==> src/rtl/edge_evt_pkg.sv <==
package edge_evt_pkg;
  typedef enum logic [1:0] {
    TRG_LEVEL = 2'b00,
    TRG_RISE  = 2'b01,
    TRG_FALL  = 2'b10,
    TRG_BOTH  = 2'b11
  } trig_e;
endpackage

==> src/rtl/eev_trig_cfg.sv <==
module eev_trig_cfg
  import edge_evt_pkg::*;
#(
  parameter int NP = 12,
  parameter int IW = 4
) (
  input  logic          clk,
  input  logic          rst_n,
  input  logic          cfg_valid,
  input  logic [IW-1:0] cfg_pin,
  input  logic [1:0]    cfg_type,
  output logic          cfg_err,
  output logic [NP-1:0] rise_sel,
  output logic [NP-1:0] fall_sel
);
  logic in_range;
  assign in_range = int'(cfg_pin) < NP;

  always_ff @(posedge clk or negedge rst_n) begin
    if (!rst_n) begin
      rise_sel <= '0;
      fall_sel <= '0;
      cfg_err  <= 1'b0;
    end else begin
      cfg_err <= cfg_valid && (trig_e'(cfg_type) == TRG_LEVEL);
      if (cfg_valid && in_range) begin
        case (trig_e'(cfg_type))
          TRG_RISE: begin rise_sel[cfg_pin] <= 1'b1; fall_sel[cfg_pin] <= 1'b0; end
          TRG_FALL: begin rise_sel[cfg_pin] <= 1'b0; fall_sel[cfg_pin] <= 1'b1; end
          TRG_BOTH: begin rise_sel[cfg_pin] <= 1'b1; fall_sel[cfg_pin] <= 1'b1; end
          default: ;
        endcase
      end
    end
  end

  // a level code raises the error flag and leaves the selects untouched
  p_level_rejected_r4: assert property (@(posedge clk) disable iff (!rst_n)
    (cfg_valid && cfg_type == 2'b00) |=> (cfg_err && $stable(rise_sel) && $stable(fall_sel)));
endmodule

==> src/rtl/eev_pin_enable.sv <==
module eev_pin_enable #(
  parameter int W1 = 5,
  parameter int W2 = 7,
  parameter int IW = 4
) (
  input  logic             clk,
  input  logic             rst_n,
  input  logic             en_valid,
  input  logic [IW-1:0]    en_pin,
  input  logic             en_set,
  output logic [W1+W2-1:0] en_mask,
  output logic [1:0]       ch_en,
  output logic [1:0]       arm
);
  localparam int NP = W1 + W2;

  logic          hit;
  logic [NP-1:0] mask_nx;
  logic [1:0]    ch_nx;

  always_comb begin
    hit     = en_valid && (int'(en_pin) < NP);
    mask_nx = en_mask;
    if (hit) mask_nx[en_pin] = en_set;
  end

  for (genvar c = 0; c < 2; c++) begin : g_ch
    localparam int LO = (c == 0) ? 0 : W1;
    localparam int WD = (c == 0) ? W1 : W2;
    logic in_ch;
    assign in_ch    = hit && (int'(en_pin) >= LO) && (int'(en_pin) < LO + WD);
    assign arm[c]   = in_ch && en_set && (en_mask[LO +: WD] == '0);
    assign ch_nx[c] = |mask_nx[LO +: WD];

    // first pin enabled in an idle channel turns the channel on
    p_arm_sets_r5: assert property (@(posedge clk) disable iff (!rst_n)
      arm[c] |=> ch_en[c]);
    // channel enable mirrors whether any of its pins is enabled
    p_chen_mirror_r6: assert property (@(posedge clk) disable iff (!rst_n)
      ch_en[c] == (|en_mask[LO +: WD]));
  end

  always_ff @(posedge clk or negedge rst_n) begin
    if (!rst_n) begin
      en_mask <= '0;
      ch_en   <= '0;
    end else begin
      en_mask <= mask_nx;
      ch_en   <= ch_nx;
    end
  end
endmodule

==> src/rtl/eev_evaluator.sv <==
module eev_evaluator #(
  parameter int W1 = 5,
  parameter int W2 = 7
) (
  input  logic             clk,
  input  logic             rst_n,
  input  logic [W1+W2-1:0] data,
  input  logic [1:0]       chg,
  input  logic [1:0]       ch_en,
  input  logic [1:0]       arm,
  input  logic [W1+W2-1:0] en_mask,
  input  logic [W1+W2-1:0] rise_sel,
  input  logic [W1+W2-1:0] fall_sel,
  output logic             ev_valid,
  input  logic             ev_ready,
  output logic [W1+W2-1:0] ev_vec,
  output logic             ev_chan
);
  localparam int NP = W1 + W2;
  localparam logic [NP-1:0] M0 = {{W2{1'b0}}, {W1{1'b1}}};
  localparam logic [NP-1:0] M1 = ~M0;

  logic [1:0]    pend, pend_nx;
  logic [NP-1:0] snap, snap_nx;
  logic          can, go, sel;
  logic [NP-1:0] cmask, rise_ev, fall_ev, evs;

  always_comb begin
    can     = !ev_valid || ev_ready;
    sel     = !(pend[0] && ch_en[0]);
    go      = can && ((pend[0] && ch_en[0]) || (pend[1] && ch_en[1]));
    cmask   = sel ? M1 : M0;
    rise_ev = data & ~snap & en_mask & rise_sel & cmask;
    fall_ev = ~data & snap & en_mask & fall_sel & cmask;
    evs     = rise_ev | fall_ev;

    snap_nx = snap;
    if (go)     snap_nx = (snap_nx & ~cmask) | (data & cmask);
    if (arm[0]) snap_nx = (snap_nx & ~M0) | (data & M0);
    if (arm[1]) snap_nx = (snap_nx & ~M1) | (data & M1);

    pend_nx = pend;
    if (go) pend_nx[sel] = 1'b0;
    pend_nx = (pend_nx | chg) & ~arm;
  end

  always_ff @(posedge clk or negedge rst_n) begin
    if (!rst_n) begin
      pend     <= '0;
      snap     <= '0;
      ev_valid <= 1'b0;
      ev_vec   <= '0;
      ev_chan  <= 1'b0;
    end else begin
      pend <= pend_nx;
      snap <= snap_nx;
      if (can) begin
        ev_valid <= go && (|evs);
        if (go && (|evs)) begin
          ev_vec  <= evs;
          ev_chan <= sel;
        end
      end
    end
  end

  // a stalled beat stays put
  p_hold_r9: assert property (@(posedge clk) disable iff (!rst_n)
    (ev_valid && !ev_ready) |=> (ev_valid && $stable(ev_vec) && $stable(ev_chan)));
  // no empty beat is ever presented
  p_nonempty_r10: assert property (@(posedge clk) disable iff (!rst_n)
    ev_valid |-> (ev_vec != '0));
  // a beat carries bits of its own channel only
  p_chan_bits_r7: assert property (@(posedge clk) disable iff (!rst_n)
    ev_valid |-> ((ev_vec & (ev_chan ? M0 : M1)) == '0));
endmodule

==> src/rtl/pin_edge_events.sv <==
module pin_edge_events #(
  parameter int W1 = 5,
  parameter int W2 = 7
) (
  input  logic                       clk,
  input  logic                       rst_n,
  input  logic                       cfg_valid,
  input  logic [$clog2(W1+W2)-1:0]   cfg_pin,
  input  logic [1:0]                 cfg_type,
  output logic                       cfg_err,
  input  logic                       en_valid,
  input  logic [$clog2(W1+W2)-1:0]   en_pin,
  input  logic                       en_set,
  input  logic [W1-1:0]              ch1_data,
  input  logic [W2-1:0]              ch2_data,
  input  logic [1:0]                 chg,
  output logic [1:0]                 ch_en,
  output logic                       ev_valid,
  input  logic                       ev_ready,
  output logic [W1+W2-1:0]           ev_vec,
  output logic                       ev_chan
);
  localparam int NP = W1 + W2;
  localparam int IW = $clog2(NP);

  logic [NP-1:0] rise_sel, fall_sel, en_mask, data;
  logic [1:0]    arm;

  assign data = {ch2_data, ch1_data};

  eev_trig_cfg #(.NP(NP), .IW(IW)) u_cfg (
    .clk(clk), .rst_n(rst_n), .cfg_valid(cfg_valid), .cfg_pin(cfg_pin),
    .cfg_type(cfg_type), .cfg_err(cfg_err), .rise_sel(rise_sel), .fall_sel(fall_sel)
  );

  eev_pin_enable #(.W1(W1), .W2(W2), .IW(IW)) u_en (
    .clk(clk), .rst_n(rst_n), .en_valid(en_valid), .en_pin(en_pin), .en_set(en_set),
    .en_mask(en_mask), .ch_en(ch_en), .arm(arm)
  );

  eev_evaluator #(.W1(W1), .W2(W2)) u_eval (
    .clk(clk), .rst_n(rst_n), .data(data), .chg(chg), .ch_en(ch_en), .arm(arm),
    .en_mask(en_mask), .rise_sel(rise_sel), .fall_sel(fall_sel),
    .ev_valid(ev_valid), .ev_ready(ev_ready), .ev_vec(ev_vec), .ev_chan(ev_chan)
  );
endmodule

==> config.mk <==
export PLATFORM = sky130hd
export DESIGN_NAME = pin_edge_events
export DESIGN_NICKNAME = d
export VERILOG_FILES = /design/src/rtl/edge_evt_pkg.sv /design/src/rtl/eev_trig_cfg.sv /design/src/rtl/eev_pin_enable.sv /design/src/rtl/eev_evaluator.sv /design/src/rtl/pin_edge_events.sv
export SDC_FILE = /design/constraint.sdc
export NUM_CORES = 1
export LEC_CHECK = 0
export ABC_AREA = 1
export CORE_MARGIN = 3
export CORE_UTILIZATION = 25
export CTS_CLUSTER_DIAMETER = 40
export DETAILED_ROUTE_END_ITERATION = 16
export REMOVE_ABC_BUFFERS = 1
export SLEW_MARGIN = 20
export SYNTH_ARGS = -nofsm -noshare
export SYNTH_HDL_FRONTEND = slang
export SYNTH_SLANG_ARGS = --single-unit
==> constraint.sdc <==
create_clock -name clk -period 3.9 [get_ports clk]
set_input_delay 0.39 -clock clk [delete_from_list [all_inputs] [get_ports clk]]
set_output_delay 0.39 -clock clk [all_outputs]
set_load 0.03 [all_outputs]
======== Word level (Yosys, flattened, before mapping) ========
Index checks and enable logic that the tools add are counted.
storage, ports and cells
  bits in registers ....................... 67
  input port bits ......................... 30
  output and inout bits ................... 17
  word-level logic and storage cells ...... 99
cells by class
  $lt $le $gt $ge ......................... 10
  equality and inequality tests ........... 3
  multiplexer cells ....................... 15
  bitwise gates (word level) .............. 27
  reduce and logical (&&, ||, !) cells .... 34
operators by type and width
  kind                                                                    number
  12-bit AND                                                              12
  12-bit two-way mux                                                      5
  12-bit inverter                                                         4
  12-bit bitwise OR                                                       4
  12-bit one-hot mux with 2 select lines                                  2
  1-bit logical AND                                                       17
  12-bit bitwise mux                                                      1
  12-bit by 5-bit bitwise OR with 12-bit output                           1
  5-bit by 12-bit bitwise OR with 12-bit output                           1
  12-bit OR reduction                                                     1
  4-bit by 5-bit < comparator with 1-bit output (second input constant)   2
  1-bit demux with 4-bit select                                           2
  4-bit by 1-bit >= comparator with 1-bit output (second input constant)  2
  4-bit < comparator (second input constant)                              2
  7-bit logical NOT                                                       1
  7-bit OR reduction                                                      1
  2-bit AND reduction                                                     3
  5-bit logical NOT                                                       1
  5-bit OR reduction                                                      1
  2-bit AND                                                               2
  2-bit equality test (second input constant)                             2
  4-bit by 3-bit >= comparator with 1-bit output (second input constant)  1
  4-bit by 3-bit < comparator with 1-bit output (second input constant)   1
  2-bit inverter                                                          2
  12 further kinds                                                        18

======== Logic depth before layout (Yosys ltp) ========
Gate-level depths: netlist of run 1.
  depth after elaboration ................. 11
  depth in mapped cells ................... 11
  depth with buffers taken out ............ 10

======== Cells and area by module ========
From an unflattened synthesis of run 1, not the netlist that was laid out.
unflattened totals
  cell total of the unflattened synthesis .. 499
  area total of the unflattened synthesis .. 3641.0 sq um
by module, submodules not included
  module          instances  cells an instance  area each (sq um)  seq. area each (sq um)
  eev_evaluator   1          240                1689.1             700.7
  eev_trig_cfg    1          142                1128.6             625.6
  eev_pin_enable  1          117                823.3              350.3

======== Worst setup path before layout of run 1 ========
OpenSTA, ideal clock, no wires.
  kind .................................... register -> register
  start ................................... reg u_en.ch_en[0]
  end ..................................... reg u_eval.ev_chan
  library setup time ...................... 0.117 ns
  arrival time ............................ 1.467 ns
  required time ........................... 3.783 ns
  path slack .............................. 2.316 ns
  stages on the path, launching flop included .. 12
  buffers on the path ..................... 1
  clock period less this slack ............ 1.584 ns
  path through ............................ dfrtp_1 -> nand2_4 -> clkinv_2 -> nor2_1 -> nand3_2 -> nand2_1 -> nor2_4 -> nand3_4 -> nand2_4 -> buf_12 -> nand2_2 -> nand2_1
between the ends
  longest elaborated chain between the ends .. 7
  elaborated cells between the ends (all ways) .. 11
  classes of those cells .................. mux: 1; bitwise: 3; reduce/logical: 7
RTL lines
  item                                  RTL line                                  RTL
  start: declaration                    eev_pin_enable.sv:12                      output logic [1:0] ch_en,
  start signal: assignment              eev_pin_enable.sv:49                      ch_en <= ch_nx;
  1-bit logical AND *                   eev_evaluator.sv:30, eev_evaluator.sv:31
  12-bit two-way mux                    eev_evaluator.sv:32                       cmask = sel ? M1 : M0;
  12-bit AND (on tied branches)         eev_evaluator.sv:33, eev_evaluator.sv:34
  12-bit bitwise OR                     eev_evaluator.sv:35                       evs = rise_ev | fall_ev;
  12-bit OR reduction                   eev_evaluator.sv:59                       if (go && (|evs)) begin
  1-bit logical AND                     eev_evaluator.sv:59
  2-bit AND reduction (no source line)  n/a
  end signal: assignment                eev_evaluator.sv:61                       ev_chan <= sel;
  end: declaration                      eev_evaluator.sv:17                       output logic ev_chan
Mark *: on every way between the ends. The rest lies on a longest branch, timed or not.
A chain may end at the register's enable or synchronous reset.

======== Worst setup path in the final report of run 1 ========
  start ................................... reg u_en.ch_en[0]
  end ..................................... out ch_en[0]
RTL lines
  item              RTL line               RTL
  end: declaration  pin_edge_events.sv:17  output logic [1:0] ch_en,
No word-level cell between the ends.

==> metrics.md, run 1 <==
| Metric | Value |
|---|---|
| Die ar. | between 10000 and 15000 um^2 |
| Root buf cell | clkbuf_16 |
| Largest net degree at the start of global routing | 38 |
| Final HPWL DP | about 6.7 mm |
| Worst path arrival time | between 1500 and 2000 ps |
| Via count | around 3000 |
| Post-Route WL | around 8.6 mm |
| Required @ worst endpoint | 3510 ps |
| Pleak | 0.00224 uW |
| Maximum vdd drop | approximately 240 uV |
| Grt total ovfl | 0 |
| Initial DRT Pass Iterations | 5 |
| Area leader, netlist | dfrtp_1 |
| TritonCTS clock tree | yes |
| ANT cells | 0 |
| Critical path endpoint category | primary output |
| Most frequent cells in the layout | 153 x nand2_1, 75 x inv_1, 67 x dfrtp_1 |
| Synthesized area per cell | 7.50 um^2 |
| Maxcap violations | 0 |
| Vias in the first global route | approximately 3000 |
| Die height | about 120 um |
| CP max FO | 6 |
| Core area | around 13000 um^2 |
| WL per Instance | between 10 and 15 um |
| Global-route wire length before repair | 14.7 mm |
| Clk_skew | 6.25 ps |
| Post-place setup slack | between 1500 and 2000 ps |
| Row count | a little over 40 |
| Yosys reg bits | 67 |
| Ys Warns | 0 |
| Top cells by area, synth | dfrtp_1 50%, nand2_1 17%, inv_1 8.3% |
| CTS Buffer Depth | 2 |
| Max transition margin | 0.519 |
| Initial antenna violation count | 0 |
| H-tree Lvls | 3 |
| Final setup vio count | 0 |
| Critical Path Start Type | flip-flop |
| Hold Path Class | input port to async pin |
| Cell class contributing the biggest share of worst-path delay | buffers and inverters |
| I/O Buffers | 46 |
| Fin. max-slew vios | 0 |
| GRT Total Usage | 0.126 |
| Slowest-stage cell, CP | clkdlybuf4s50_1 |
| Final antenna-violating net count | 0 |
| Post-CTS resize count | 0 |
| Placed cell count | 663 |
| Min setup slack post-route | 1960 ps |
| Cell Chain, Critical Path | clkdlybuf4s50_1 |
| Initial core utilization | 0.261 |
| Most common cell after layout, fill and taps aside | nand2_1 |
| Boundary Pins | 47 |
| Synth Instances | 450 |
| RSZ-0062 raised after global routing | false |
| Worst skew pair latency | roughly 330 ps |
| Clk sinks | 67 |
| Layout area overhead | 28.4% |
| Placer Congestion | 0.833 |
| Mapped Area | 3380 um^2 |
| Total power | approximately 2700 uW |
| Die X | approximately 120 um |
| # nets final | 532 |
| Via-to-Cell Ratio | roughly 4.4 |
| Critical path buffers and inverters | 1 |
| FMAX | just over 500 MHz |
| Post-Layout Cell Count | roughly 680 |
| Post-synth cell types | 26 |
| Final worst path period need | between 1500 and 2000 ps |
| Initial DRC count | between 200 and 300 |
| Clk slew on worst S/H paths | 60 ps |
| TritonCTS Buffers | 9 |
| Pwr per Cell Area | roughly 620 nW/um^2 |
| Setup_tns | 0 ps |
| Total DRC errors in the routed layout | 0 |
| Status | finished clean |
| Post-CTS Setup Bufs | 0 |
| Top-area cell type share of the netlist area | 0.496 |
| Crit share post-route | 0.497 |
| Layout cells sized above 1 | 0.0828 |
| Critical path class | flip-flop to primary output |
| Worst slew pin tran | 721 ps |
| CTS Hold Bufs | 0 |
| Seq/Total Area, Yosys | 0.496 |
| Final-report hold violation count | 0 |
| CP max stage delay | ~720 ps |
-- power by group --
group,internal [uW],switching (uW)
logic,296,507
clock network,563,316
registers,886,129
total,1750,952
-- logic make-up after synthesis --
kind of cell,after synthesis,share of synthesized area
AOI/OAI and AO/OA,49,0.0741
DFF,67,0.496
buffers and inverters,83,0.0993
and+or+nand+nor,251,0.330
-- per-stage QoR --
step | utilization | area [um^2] | hold WS [ps]
global route | 0.335 | 4340 | 181
CTS | 0.335 | 4340 | 140
floorplan | - | 3330 | 94.4
finish | 0.335 | 4340 | 108
global placement | 0.310 | 4010 | 455
detailed placement | 0.310 | 4010 | 470
-- layout make-up --
| type | count | area, um^2 |
|---|---|---|
| repair buffers | 47 | 463 |
| flip-flops and latches | 67 | 1680 |
| multi-input cells | 300 | 1370 |
| fillers | 1373 | 8590 |
| clock buffers | 9 | 225 |
| inverters | 77 | 290 |
| clock inverters | 7 | 101 |
| well taps | 172 | 215 |
-- per-layer routing --
layer | GRT usage | part of all wire
met5 | 0 | 0
met2 | 0.197 | 0.48
met4 | 0.0532 | 0.018
met3 | 0.0290 | 0.039
met1 | 0.167 | 0.47
-- synthesized netlist by cell type --
| library cell | count |
|---|---|
| buf_4 | 1 |
| clkinv_2 | 1 |
| inv_2 | 1 |
| clkbuf_1 | 2 |
| o211ai_1 | 1 |
| buf_2 | 2 |
| and3_1 | 1 |
| nor3_1 | 9 |
| dfrtp_1 | 67 |
| nor2_2 | 1 |
| nand2_1 | 153 |
| inv_1 | 75 |
| nand4_1 | 2 |
| nand4_2 | 1 |
| nand3_1 | 37 |
| nand3_2 | 4 |
| a21boi_0 | 1 |
| nor2_4 | 1 |
| o21ai_0 | 42 |
| nand2_4 | 2 |
| nand2_2 | 12 |
| buf_12 | 1 |
| nor4_1 | 2 |
| a21oi_1 | 5 |
| nor2_1 | 25 |
| nand3_4 | 1 |
-- worst paths after layout --
path | depth (start not counted) | slack (ps) | end | from
setup / recovery | 1 | 1960 | ch_en[0] | u_en.ch_en[0]
hold / removal | 1 | 110 | u_eval.snap[9] | rst_n
setup reg to reg | 8 | 2060 | u_eval.snap[10] | u_en.ch_en[0]
hold reg to reg | 2 | 480 | u_eval.ev_vec[10] | u_eval.ev_vec[10]
max in group asynchronous | 2 | 2860 | u_eval.ev_vec[0] | rst_n
min in group clk | 2 | 480 | u_eval.ev_vec[10] | u_eval.ev_vec[10]
(Power assumes the default switching activity.)
==> inputs of run 2 (changes only) <==
==> constraint.sdc (replaced) <==
create_clock -name clk -period 1.9 [get_ports clk]
set_input_delay 0.19 -clock clk [delete_from_list [all_inputs] [get_ports clk]]
set_output_delay 0.19 -clock clk [all_outputs]
set_load 0.03 [all_outputs]
==> run 2 against run 1 <==
Effect of this change: clock skew up 2.7 ps; global-route usage down 0.074 points; final area up 1.6%; critical path depth unchanged; combinational power up 110%; non-clock buffer count up 6; die area unchanged; routed wire length up 0.80%; worst hold slack better by 300 ps; core utilization up 0.54 points; sequential share of layout area down 0.61 points; critical path type unchanged; largest cell class unchanged; largest power group unchanged.
==> metrics.md, run 2 (same netlist as run 1, synthesis figures left out) <==
| Metric | Value |
|---|---|
| Final antenna-violating net count | 0 (unchanged) |
| Cell class contributing the biggest share of worst-path delay | buffers and inverters |
| GRT Total Usage | 0.125 (-0.000745) |
| Most common cell after layout, fill and taps aside | nand2_1 |
| H-tree Lvls | 3 (unchanged) |
| Row count | 41 (unchanged) |
| Most frequent cells in the layout | 153 x nand2_1, 75 x inv_1, 67 x dfrtp_1 |
| Max transition margin | 0.743 (+0.224) |
| Maximum vdd drop | 534 uV (+120%) |
| Design Area, Final | 4410 um^2 (+1.6%) |
| Slowest-stage cell, CP | clkdlybuf4s50_1 |
| Worst slew pin tran | 382 ps (-339 ps) |
| Cell Chain, Critical Path | clkdlybuf4s50_1 |
| Layout area overhead | 30.5% |
| Die height | 122 um (unchanged) |
| Routed wl met2 | 4.19 mm (+1.8%) |
| Initial DRT Pass Iterations | 4 (-1) |
| CTS Buffer Depth | 2 (unchanged) |
| Pwr per Cell Area | 1260 nW/um^2 (+100%) |
| Setup_tns | 0 ps (unchanged) |
| Initial antenna violation count | 0 (unchanged) |
| ANT cells | 0 (unchanged) |
| CP max FO | 6 (unchanged) |
| WL per Instance | 12.7 um (about the same) |
| Top layer in use | met4 |
| Via count | 2961 (+0.034%) |
| CP max stage delay | 730 ps (about the same) |
| Post-Route WL | 8.72 mm (+0.80%) |
| Clk sinks | 67 (unchanged) |
| Fin. max-slew vios | 0 (unchanged) |
| Initial core utilization | 0.261 (unchanged) |
| Placed cell count | 668 (+0.75%) |
| Maxcap violations | 0 (unchanged) |
| I/O Buffers | 46 (unchanged) |
| FMAX | 577 MHz |
| Pleak | 0.00228 uW (+1.6%) |
| Global-route wire length before repair | 14.5 mm (-1.3%) |
| Dpl cell area | 4060 um^2 (+1.2%) |
| Critical Path Start Type | flip-flop |
| Total DRC errors in the routed layout | 0 (unchanged) |
| Grt total ovfl | 0 (unchanged) |
| Die X | 122 um (unchanged) |
| RSZ-0062 raised after global routing | false |
| Die ar. | 14900 um^2 (unchanged) |
| Vias in the first global route | 3089 (+3.8%) |
| Via-to-Cell Ratio | 4.32 (-0.84%) |
| Final worst path period need | around 1700 ps |
| Clk_skew | 8.98 ps (+2.73 ps) |
| Core area | 12900 um^2 (unchanged) |
| Crit share post-route | 0.912 |
| Largest net degree at the start of global routing | 68 (+79%) |
| # nets final | 538 (+1.1%) |
| Status | finished clean |
| Critical path endpoint category | primary output |
| Met3 wire len | 379 um (+12%) |
| Layout cells sized above 1 | 0.0916 (+0.00878) |
| Worst skew pair latency | 330 ps (about the same) |
| Boundary Pins | 47 (unchanged) |
| TritonCTS clock tree | yes |
| Critical path buffers and inverters | 1 (unchanged) |
| Clk slew on worst S/H paths | 50 ps (about the same) |
| TritonCTS Buffers | 9 (unchanged) |
| Placer Congestion | 0.859 (+3.1%) |
| Worst path arrival time | 1540 ps (about the same) |
| Root buf cell | clkbuf_16 |
| Required @ worst endpoint | 1710 ps (-1800 ps) |
| Post-Layout Cell Count | 685 (+0.88%) |
| Routed length on met1 | 3.88 mm (-3.9%) |
| Final HPWL DP | 6.75 mm (+0.35%) |
| Critical path class | flip-flop to primary output |
| Final-report hold violation count | 0 (unchanged) |
| Final setup vio count | 0 (unchanged) |
| Hold Path Class | input port to async pin |
| Initial DRC count | 266 (-4.3%) |
run 2: cell types whose count changed in the layout (fill, tap and decap cells not counted):
cell | previous run | this run
buf_4 | 1 | 5
buf_12 | 0 | 1
clkbuf_8 | 0 | 1
clkinv_2 | 1 | 2
clkinv_4 | 2 | 1
dlygate4sd3_1 | 0 | 1
inv_6 | 1 | 0
nand2_4 | 2 | 1
nand2_8 | 0 | 1
run 2: path summary, 6_finish.rpt:
path | startpoint | endpoint | slack, ps | depth (start not counted)
min in group clk | chg[1] | u_eval.pend[1] | 420 | 3
max in group asynchronous | rst_n | u_eval.snap[3] | 1200 | 3
max reg2reg | u_en.ch_en[0] | u_eval.ev_vec[2] | 230 | 10
max | u_en.ch_en[0] | ch_en[0] | 170 | 1
min | rst_n | async pin | 410 | 3
min reg2reg | u_eval.ev_chan | u_eval.ev_chan | 490 | 2
run 2: cell type report:
class / count / area [um^2]
clock inverters: 6 / 88.8
well taps: 172 / 215
fillers: 1371 / 8520
multi-input cells: 300 / 1370
inverters: 77 / 290
repair buffers: 53 / 523
flip-flops and latches: 67 / 1680
clock buffers: 10 / 239
run 2: report_power, final:
group	internal [uW]	switching [uW]	leakage (uW)
Sequential	1820	266	0.000826
Clock	1180	613	0.000155
Combinational	637	1060	0.00130
Total	3640	1940	0.00228
run 2: layer usage:
metal,up-vias,track usage
met4,0,0.0665
met5,-,0
li1,1511,-
met3,19,0.0304
met2,62,0.207
met1,1369,0.151
run 2: metrics by stage:
step / util / setup slack, ps / total power (uW) / hold WS (ps)
floorplan: - / 271 / 3130 / -106
global placement: 0.314 / 124 / 3740 / 243
detailed placement: 0.314 / 72.4 / 3790 / 248
CTS: 0.340 / 153 / 5600 / 407
global route: 0.341 / 13.0 / 5940 / 423
finish: 0.341 / 167 / 5570 / 408
run 2: timing repair:
action                                  in CTS  in global routing
endpoints found under the setup margin       0                  3
hold buffers                                 1                  0
hold endpoints to repair                    67                  0
setup buffers                                0                  0
resized for setup                            0                  1
==> inputs of run 3 (changes only) <==
--- a/config.mk
+++ b/config.mk
@@ -7,11 +7,13 @@
 export LEC_CHECK = 0
 export ABC_AREA = 1
 export CORE_MARGIN = 3
-export CORE_UTILIZATION = 25
+export CORE_UTILIZATION = 55
 export CTS_CLUSTER_DIAMETER = 40
 export DETAILED_ROUTE_END_ITERATION = 16
+export PLACE_DENSITY = 0.8
 export REMOVE_ABC_BUFFERS = 1
 export SLEW_MARGIN = 20
 export SYNTH_ARGS = -nofsm -noshare
 export SYNTH_HDL_FRONTEND = slang
 export SYNTH_SLANG_ARGS = --single-unit
+export TNS_END_PERCENT = 100
==> run 3 against run 2 <==
Effect of this change: non-clock buffer count increased by 2; die area shrank 52%; final cell count decreased by 14%; largest power group unchanged; highest routed layer unchanged.
==> metrics.md, run 3 (same netlist as run 1, synthesis figures left out) <==
| Metric | Value |
|---|---|
| Largest net degree at the start of global routing | 29 (-57%) |
| Final worst path period need | 1780 ps (+46.1 ps) |
| Global-route wire length before repair | 13.4 mm (-7.5%) |
| Layout cells sized above 1 | 0.0932 (+0.00159) |
| Most common cell after layout, fill and taps aside | nand2_1 |
| Critical path endpoint category | primary output |
| Initial antenna violation count | 0 (unchanged) |
| Critical path class | flip-flop to primary output |
| Dpl cell area | 3950 um^2 (-2.7%) |
| Cell class contributing the biggest share of worst-path delay | buffers and inverters |
| Initial core utilization | 0.591 (+0.330) |
| Final-report hold violation count | 0 (unchanged) |
| Cell Chain, Critical Path | clkdlybuf4s50_1 |
| Slowest-stage cell, CP | clkdlybuf4s50_1 |
| Pwr per Cell Area | 1180 nW/um^2 (-6.8%) |
| Final setup vio count | 0 (unchanged) |
| TritonCTS Buffers | 9 (unchanged) |
| Vias in the first global route | 2946 (-4.6%) |
| Placed cell count | 570 (-15%) |
| Crit share post-route | 0.936 (+0.0242) |
| Fin. max-slew vios | 0 (unchanged) |
| Design Area, Final | 4150 um^2 (-5.7%) |
| Core area | 5710 um^2 (-56%) |
| Final antenna-violating net count | 0 (unchanged) |
| H-tree Lvls | 3 (unchanged) |
| Initial DRC count | 205 (-23%) |
| Hold Path Class | input port to async pin |
| Clk slew on worst S/H paths | 70 ps (+20 ps) |
| Fill cell total of the finished layout | 457 (-67%) |
| Post-CTS Setup Bufs | 0 (unchanged) |
| Die ar. | 7120 um^2 (-52%) |
| I/O Buffers | 46 (unchanged) |
| RSZ-0062 raised after global routing | false |
| Via-to-Cell Ratio | 5.13 (+19%) |
| Post-place setup slack | 104 ps (+32.0 ps) |
| Grt total ovfl | 0 (unchanged) |
| Die X | 84.4 um (-31%) |
| Critical Path Start Type | flip-flop |
| Clock network fraction of design power | 0.236 (-0.086) |
| Clk sinks | 67 (unchanged) |
| CP max stage delay | 730 ps (about the same) |
| Layout area overhead | 23.0% |
| Max transition margin | 0.751 (+0.00816) |
| Worst slew pin tran | 370 ps (-12.1 ps) |
| Initial DRT Pass Iterations | 4 (unchanged) |
| Required @ worst endpoint | 1710 ps (about the same) |
| Die height | 84.4 um (-31%) |
| Worst skew pair latency | 340 ps (about the same) |
| Sw Ratio | 0.371 (+0.0237) |
| ANT cells | 0 (unchanged) |
| CP max FO | 6 (unchanged) |
| WL per Instance | 13.1 um (+3.3%) |
| Switch Pwr | 1820 uW (-6.1%) |
| Sequential power share | 0.425 (+0.051) |
| Maxcap violations | 0 (unchanged) |
| TritonCTS clock tree | yes |
| CTS Buffer Depth | 2 (unchanged) |
| FMAX | 562 MHz (-2.6%) |
| Total DRC errors in the routed layout | 0 (unchanged) |
| GRT Total Usage | 0.233 (+0.107) |
| Internal power | 3080 uW (-15%) |
| Final HPWL DP | 5.94 mm (-12%) |
| # nets final | 540 (+0.37%) |
| Most frequent cells in the layout | 153 x nand2_1, 75 x inv_1, 67 x dfrtp_1 |
| Pleak | 0.00223 uW (-2.0%) |
| Worst path arrival time | 1590 ps (+50 ps) |
| Post-Layout Cell Count | 587 (-14%) |
| Row count | 27 (-34%) |
| Critical path buffers and inverters | 1 (unchanged) |
| Post-Route WL | 7.71 mm (-12%) |
| Setup_tns | 0 ps (unchanged) |
| Boundary Pins | 47 (unchanged) |
| Combinational cell fraction of total power | 0.339 (+0.035) |
| Placer Congestion | 0.893 (+4.0%) |
| Clk_skew | 7.55 ps (-1.42 ps) |
| Hold WS | 291 ps (-117 ps) |
| Min setup slack post-route | 121 ps (-46.1 ps) |
| Root buf cell | clkbuf_8 |
| Via count | 3011 (+1.7%) |
| Status | finished clean |
| Maximum vdd drop | 795 uV (+49%) |
==> run 3: changes by cell type in the layout (fill, tap and decap cells not counted) <==
| cell | change |
|---|---|
| clkinvlp_4 | -1 |
| bufinv_16 | -1 |
| clkinv_4 | -1 |
| clkbuf_1 | +1 |
| nand2_8 | -1 |
| clkinv_2 | +2 |
| buf_4 | +2 |
| clkbuf_16 | -9 |
| nand2_4 | +1 |
| clkbuf_8 | +9 |
==> run 3: metal layers <==
metal  track usage  share of wire  vias up
met3        0.0422          0.053       19
met4         0.104          0.028        0
li1              -              -     1515
met1         0.311           0.46     1386
met2         0.371           0.46       91
met5             0              0        -
==> run 3: stage by stage <==
stage	utilization	total power [uW]
6_report	0.728	4900
4_1_cts	0.728	4920
3_5_place_dp	0.692	3760
3_3_place_gp	0.692	3700
5_1_grt	0.728	5240
2_1_floorplan	-	3130
==> run 3: what timing repair did <==
action | CTS | global route
endpoints found under the hold margin | 13 | 0
hold buffers | 1 | 0
gates resized for setup | 0 | 0
==> run 3: area by class of cell <==
type / count / area (um^2) / area share
Clock buffer: 11 / 141 / 0.0340
Clock inverter: 5 / 52.6 / 0.0127
Inverter: 77 / 290 / 0.0699
Multi-Input combinational cell: 300 / 1370 / 0.329
Sequential cell: 67 / 1680 / 0.404
Tap cell: 72 / 90.1 / 0.0217
Timing Repair Buffer: 55 / 538 / 0.130
==> run 3: final timing paths <==
path / start / end / slack, ps / cells past startpoint
hold / removal: rst_n / u_en.en_mask[10] / 290 / 2
max in group asynchronous: rst_n / u_eval.ev_vec[1] / 1080 / 3
min in group clk: chg[1] / u_eval.pend[1] / 390 / 3
hold reg to reg: u_eval.ev_vec[4] / u_eval.ev_vec[4] / 490 / 2
setup reg to reg: u_en.ch_en[0] / u_eval.ev_vec[8] / 210 / 10
setup / recovery: u_en.ch_en[0] / ch_en[0] / 120 / 1
==> run 3: power groups by stage <==
stage               clock, uW  sequential, uW  combinational (uW)
floorplan                   0            2270                 861
global placement            0            2080                1620
detailed placement          0            2100                1660
CTS                      1170            2080                1670
global route             1240            2130                1860
finish                   1160            2080                1660
